`config.mk`:
```
export PLATFORM = sky130hd
export DESIGN_NAME = pair_avg_filter
export DESIGN_NICKNAME = d
export VERILOG_FILES = /design/src/rtl/pavg_pkg.sv /design/src/rtl/pavg_align.sv /design/src/rtl/pavg_halve.sv /design/src/rtl/pair_avg_filter.sv
export SDC_FILE = /design/constraint.sdc
export NUM_CORES = 1
export LEC_CHECK = 0
export ABC_AREA = 1
export BUFFER_PORTS_ARGS = -buffer_cell sky130_fd_sc_hd__buf_2
export CAP_MARGIN = 20
export CORE_UTILIZATION = 54
export CTS_BUF_LIST = sky130_fd_sc_hd__clkbuf_2
export DETAILED_ROUTE_END_ITERATION = 6
export HOLD_SLACK_MARGIN = 0.1
export PLACE_DENSITY = 0.87
export SETUP_SLACK_MARGIN = 0.5
export SYNTH_ARGS = -nofsm -noshare
export SYNTH_HDL_FRONTEND = slang
export SYNTH_HIERARCHICAL = 1
export SYNTH_SLANG_ARGS = --single-unit
```
`constraint.sdc`:
```
create_clock -name clk -period 1.7 [get_ports clk]
set_input_delay 0 -clock clk [delete_from_list [all_inputs] [get_ports clk]]
set_output_delay 0 -clock clk [all_outputs]
set_load 0.005 [all_outputs]
```
`src/rtl/pavg_pkg.sv`:
```
package pavg_pkg;

    typedef enum logic [1:0] {
        ST_IDLE = 2'd0,
        ST_ADDR = 2'd1,
        ST_RUN  = 2'd2,
        ST_HOLD = 2'd3
    } pavg_state_e;

endpackage

```
`src/rtl/pavg_align.sv`:
```
// Widens a signed fixed-point sample into the accumulator format,
// lining up the binary points.
module pavg_align #(
    parameter int IN_W     = 8,
    parameter int IN_FRAC  = 7,
    parameter int ACC_W    = 19,
    parameter int ACC_FRAC = 15
) (
    input  logic [IN_W-1:0]         din,
    output logic signed [ACC_W-1:0] dout
);
    localparam int SHIFT = ACC_FRAC - IN_FRAC;

    logic signed [ACC_W-1:0] ext;

    assign ext  = {{(ACC_W-IN_W){din[IN_W-1]}}, din};
    assign dout = ext <<< SHIFT;
endmodule

```
`src/rtl/pavg_halve.sv`:
```
// Divides a signed value by two, rounding toward negative infinity.
module pavg_halve #(
    parameter int W = 19
) (
    input  logic signed [W-1:0] din,
    output logic signed [W-1:0] dout
);
    assign dout = din >>> 1;
endmodule

```
`src/rtl/pair_avg_filter.sv`:
```
module pair_avg_filter #(
    parameter int IN_W      = 8,
    parameter int IN_FRAC   = 7,
    parameter int ACC_W     = 19,
    parameter int ACC_FRAC  = 15,
    parameter int FRAME_LEN = 128,   // must be even
    parameter int ADDR_W    = 16,
    parameter int BASE_ADDR = 1024,
    parameter int ADDR_OFS  = 128
) (
    input  logic              clk,
    input  logic              rst,
    input  logic              in_valid,
    input  logic [IN_W-1:0]   in_data,
    output logic              in_ready,
    output logic              out_valid,
    input  logic              out_ready,
    output logic [ACC_W-1:0]  out_data,
    output logic [ADDR_W-1:0] fetch_addr,
    output logic              fetch_start
);
    import pavg_pkg::*;

    localparam int                CNT_W      = $clog2(FRAME_LEN);
    localparam logic [CNT_W-1:0]  LAST_IDX   = CNT_W'(FRAME_LEN - 1);
    localparam logic [ADDR_W-1:0] FETCH_ADDR = ADDR_W'(BASE_ADDR + ADDR_OFS);

    typedef struct packed {
        pavg_state_e             st;
        logic [CNT_W-1:0]        idx;
        logic signed [ACC_W-1:0] acc;
        logic signed [ACC_W-1:0] res;
        logic [ADDR_W-1:0]       addr;
        logic                    last;
    } regs_t;

    regs_t r_q, r_d;

    logic signed [ACC_W-1:0] sample_al;
    logic signed [ACC_W-1:0] pair_sum;
    logic signed [ACC_W-1:0] pair_avg;

    pavg_align #(
        .IN_W    (IN_W),
        .IN_FRAC (IN_FRAC),
        .ACC_W   (ACC_W),
        .ACC_FRAC(ACC_FRAC)
    ) u_align (
        .din (in_data),
        .dout(sample_al)
    );

    assign pair_sum = r_q.acc + sample_al;

    pavg_halve #(
        .W(ACC_W)
    ) u_halve (
        .din (pair_sum),
        .dout(pair_avg)
    );

    always_comb begin
        r_d = r_q;
        unique case (r_q.st)
            ST_IDLE: begin
                r_d.st   = ST_ADDR;
                r_d.addr = FETCH_ADDR;
            end
            ST_ADDR: begin
                r_d.st = ST_RUN;
            end
            ST_RUN: begin
                if (in_valid) begin
                    r_d.idx = (r_q.idx == LAST_IDX) ? '0 : r_q.idx + 1'b1;
                    if (r_q.idx[0]) begin
                        r_d.res  = pair_avg;
                        r_d.acc  = '0;
                        r_d.last = (r_q.idx == LAST_IDX);
                        r_d.st   = ST_HOLD;
                    end else begin
                        r_d.acc = pair_sum;
                    end
                end
            end
            ST_HOLD: begin
                if (out_ready) begin
                    if (r_q.last) begin
                        r_d.st   = ST_ADDR;
                        r_d.addr = FETCH_ADDR;
                        r_d.last = 1'b0;
                    end else begin
                        r_d.st = ST_RUN;
                    end
                end
            end
            default: r_d.st = ST_IDLE;
        endcase
    end

    always_ff @(posedge clk) begin
        if (rst) begin
            r_q.st   <= ST_IDLE;
            r_q.idx  <= '0;
            r_q.acc  <= '0;
            r_q.res  <= '0;
            r_q.addr <= '0;
            r_q.last <= 1'b0;
        end else begin
            r_q <= r_d;
        end
    end

    assign in_ready    = (r_q.st == ST_RUN);
    assign out_valid   = (r_q.st == ST_HOLD);
    assign out_data    = r_q.res;
    assign fetch_addr  = r_q.addr;
    assign fetch_start = (r_q.st == ST_ADDR);
endmodule

```
# After elaboration in Yosys (flattened, before gate mapping)
# Cells that the tools add are included.
[word_totals]
input_bits = 12
wordCells = 38
reg_bits = 63
out_inout_bits = 38
[classes]
muxes = 14
add_sub_neg = 2
reduce_logical = 8
n_eq_ne = 8
[op_table]
columns = ["op", "n"]
rows = [
  ["$mux 47", 1],
  ["$mux 19", 2],
  ["$mux 17", 2],
  ["$pmux 16 s2", 1],
  ["$add 19x16->19", 1],
  ["$reduce_and 3->1", 3],
  ["$pmux 2 s4", 1],
  ["$add 7x1->7 const B", 1],
  ["$eq 7x7->1 const B", 1],
  ["$mux 7", 1],
  ["$mux 2", 3],
  ["$ne 2x1->1 const B", 3],
  ["$eq 2x2->1 const B", 2],
  ["$reduce_and 4->1", 1],
  ["$reduce_bool 2->1", 2],
  ["$eq 2x1->1 const B", 1],
  ["$logic_not 2->1", 1],
  ["$mux 1", 2],
  ["$ne 2x2->1 const B", 1],
  ["$pmux 1 s2", 1],
  ["$reduce_and 2->1", 1],
]

# Logic depth before layout (Yosys ltp)
[logic_depth]
depth_word = 4
depth_mapped = 15

# Cells and area by module
# Netlist, hierarchy kept.
[by_module_without_submodules]
columns = ["mod", "area_each_um2", "seq_area_each_um2", "cells_per_inst", "instances"]
rows = [
  ["pair_avg_filter", 3155.5, 980.9, 463, 1],
  ["pavg_align", 146.4, 0.0, 20, 1],
  ["pavg_halve", 142.6, 0.0, 19, 1],
]

# Worst setup path after synthesis
# No wires, ideal clock.
[synth_path]
kind = "flip-flop to flip-flop"
from = "register r_q[45] in the netlist's numbering"
to = "register r_q, in the netlist out_data[9]"
stages_incl_launch_ff = 11
t_arrival_ns = 1.719
path_slack_ns = -0.134
synth_period_minus_slack_ns = 1.834
cell_sequence = "dfxtp_1 > ha_1 > a21oi_1 > nand2_1 > inv_1 > nand3_1 > or2_2 > and2_1 > buf_4 > o21ai_0 > nor2_1"
[synth_between]
elab_chain_len = 1
[synth_lines]
columns = ["element", "line", "text"]
rows = [
  ["from (decl)", "pair_avg_filter.sv:37", "regs_t r_q, r_d;"],
  ["from (signal assigned)", "pair_avg_filter.sv:109", "r_q <= r_d;"],
  ["$add 19x16->19", "pair_avg_filter.sv:53", "assign pair_sum = r_q.acc + sample_al;"],
  ["via pair_sum[10]", "pair_avg_filter.sv:40", "logic signed [ACC_W-1:0] pair_sum;"],
]
# The timed path passes the listed nets, and every way through them passes these cells.
# A chain may end at the register's enable or synchronous reset.

# Worst setup path in the final report
[layout_path]
from = "register r_q[51] in the netlist's numbering"
to = "register r_q, in the netlist out_data[17]"
# Same word-level chain as after synthesis.

==> reports/metrics.cfg <==
[power_and_ir_drop]
p_switching_mw=1.38
p_clk_share_pct=18.2
netSwitchingFraction_pct=39.2
p_int_mw=2.15
p_seq_share_pct=37.9
power_density_nw_per_um2=815
combPwrFrac_pct=43.9
power_leakage_nw=1.98
peakVddDrop_uv=577
finalPower_mw=3.53

[clocking]
cts_tree=built
cts_hold_buf=3
ctsRootBufferMaster=clkbuf_2
htreeDepth=2
ctsLongestPathBuffers=2
clk_pin_slew_ps=270
cts_made_buffers=5
clock_latency_ps=470
cts_num_sinks=49

[die]
die_w_um=81.9
core_um2=6030
num_io_pins=50
fp.dieH_um=81.9
start_util_pct=57.2
rows=28
die_area_um2=6700

[timing]
hold_ws_ps=34.0
worstMarginPinSlew_ps=714
final.setup.worst_slack_ps=-88.0
skew_ps=23.9
rsz0062_at_grt=true
setup_viol=8
relSlewSlack_pct=52.4
maxSlewViolCount=0
tns_ps=-427
finalCriticalPeriod_ps=1790
fin_crit_sh_pct=105
max_freq_ghz=0.559
final_hold_viol_count=0

[synthesis]
yosys-top-cells-area=dfxtp_1 28%, buf_4 17%, nand2_1 12%
synth_common_cells=109 x nand2_1, 76 x buf_4, 55 x nor2_1
synth_flop_cell=dfxtp_1
seq_area_frac_synth_pct=28.5
synth_cells=502
synth_enable_flop_cells=0
ys_seq_elements=49
async_flop_share_pct=0
synth_most_common_cell=nand2_1
yosysWarnings=6
synth_top_area_share_pct=28.5
synth_area_per_cell_um2=6.86
ys_types=32
syn_area_um2=3440
synth.largest_area_cell=dfxtp_1

[placement]
place_congestion=0.905
hpwl_um=5440
io_buffers=35

[worst_setup_path]
cp_max_fo=5
critPathCaptureType=flip-flop
r2r_slack_ps=-90
cp-start-kind=flip-flop
cp.arrival_ps=2190
cp.required_ps=2100
worst-setup-path-type=reg -> reg

[drt]
postRouteAntennaNets=0
via_per_inst=5.93
wl_um=11000
drtIter0Drc=346
first_pass_iters=5
vias=3484
wl_per_cell_um=18.6
drcViolationCount=0

[finish]
area_delta_synth_final_pct=25.9
fin_nets=545
layout-drive-gt1-share_pct=42.5
antenna_cells=0
regArea_um2=1000
nFillCells=381
multi_input_area_um2=2490

[status]
status=finished, violations left
failed_checks=negative setup slack

[global_routing]
busiest_layer=met2
groute.layer.met1.usage_pct=28.8
grt_max_degree=25
grtUsageTotal_pct=25.7
grt_pass1_vias=2944
gr-total-overflow=0
gr-usage-met3_pct=4.44
use_met2_pct=46.4
grt_pass1_wl_um=13100
antenna_found_initial=1

[flow_run]
drv_cap=0

[hold_path]
worstHoldPathType=in -> reg

==> final timing paths <==
kind,to,depth (start not counted),start
worst max-delay path,out_data[17],9,r_q[51]
worst min-delay path,r_q[49],5,in_data[5]
worst max register to register,out_data[17],9,r_q[51]
worst min register to register,fetch_addr[7],2,fetch_addr[7]
==> stage by stage <==
stage	worst slack (ps)	cell area (um2)	instances	utilization, %
finish	-88.0	4340	588	72.0
CTS	45.8	3940	580	65.3
floorplan	112	3800	522	-
global route	-162	4340	588	72.0
global placement	91.8	3500	551	58.0
detailed placement	45.0	3500	551	58.0
==> per-layer routing <==
metal | vias to the layer above | wire length (um)
li1 | 1526 | -
met4 | 0 | 689
met3 | 72 | 882
met5 | - | 0
met1 | 1635 | 4140
met2 | 251 | 5240
==> area by class of cell <==
cell class | count | share of cell area, %
Multi-Input combinational cell | 348 | 57.5
Inverter | 39 | 3.84
Timing Repair Buffer | 68 | 11.6
Clock buffer | 5 | 0.577
Timing Repair inverter | 2 | 0.461
Tap cell | 75 | 2.16
Sequential cell | 49 | 23.1
Clock inverter | 2 | 0.808
==> registers in the layout, indices dropped and copies added (netlist names) <==
signal,cells
fetch_addr,1
r_q,29
out_data,19
==> worst max-delay path, cell delays in order, from the launching register on <==
cell     delay, ps
dfxtp_2        420
ha_4           230
a21oi_2        190
o21ai_0        150
a21oi_2        210
nand2_2         80
nand2_2         80
and2_4         150
o21ai_2         60
nor2_1         150
==> cell families after synthesis <==
| group | count (synthesis) | share of synthesized area (%) |
|---|---|---|
| AND/OR/NAND/NOR | 219 | 27.7 |
| buffers and inverters | 125 | 22.0 |
| AO/OA/AOI/OAI | 77 | 11.6 |
| flip-flops | 49 | 28.5 |
| adder cells (fa/ha/maj) | 20 | 7.48 |
| XOR/XNOR | 10 | 2.54 |
| other | 2 | 0.218 |
==> power by group through the flow <==
stage               combinational (mW)  sequential, mW  clock, mW
finish                            1.55            1.34      0.642
detailed placement               0.950            1.34          0
global route                      1.65            1.35      0.684
CTS                               1.16            1.32      0.618
floorplan                        0.949            1.33          0
global placement                 0.922            1.33          0
==> layout by cell type, fill, tap and decap left out, types with 3 or more instances in the layout <==
cell | netlist | final
nand2_4 | 0 | 12
buf_8 | 0 | 3
xor2_1 | 8 | 8
o21ai_0 | 28 | 11
nand3_1 | 26 | 16
a21oi_1 | 44 | 14
inv_1 | 37 | 31
dfxtp_1 | 49 | 35
nor2_1 | 55 | 50
o21ai_2 | 0 | 7
nand2_1 | 109 | 78
clkbuf_2 | 0 | 5
buf_6 | 0 | 9
nand3_2 | 2 | 9
nand2_2 | 2 | 20
nand3b_1 | 4 | 4
conb_1 | 2 | 22
buf_4 | 76 | 18
dlygate4sd3_1 | 0 | 3
ha_1 | 19 | 3
a21oi_4 | 0 | 6
inv_2 | 2 | 6
dfxtp_2 | 0 | 12
nor2_4 | 1 | 7
ha_4 | 0 | 16
o21ai_1 | 0 | 9
nand3_4 | 0 | 3
a21oi_2 | 1 | 25
and2_1 | 12 | 5
buf_2 | 2 | 34
and2_4 | 0 | 7
==> timing repair <==
action,4_1_cts,5_1_grt
endpoints found under the hold margin,25,1
buffers inserted,17,7
setup endpoints to repair,47,49
cloned,2,1
gates resized for setup,58,94
pin swaps,19,33
Note: power is estimated with default switching activity, not from simulation.
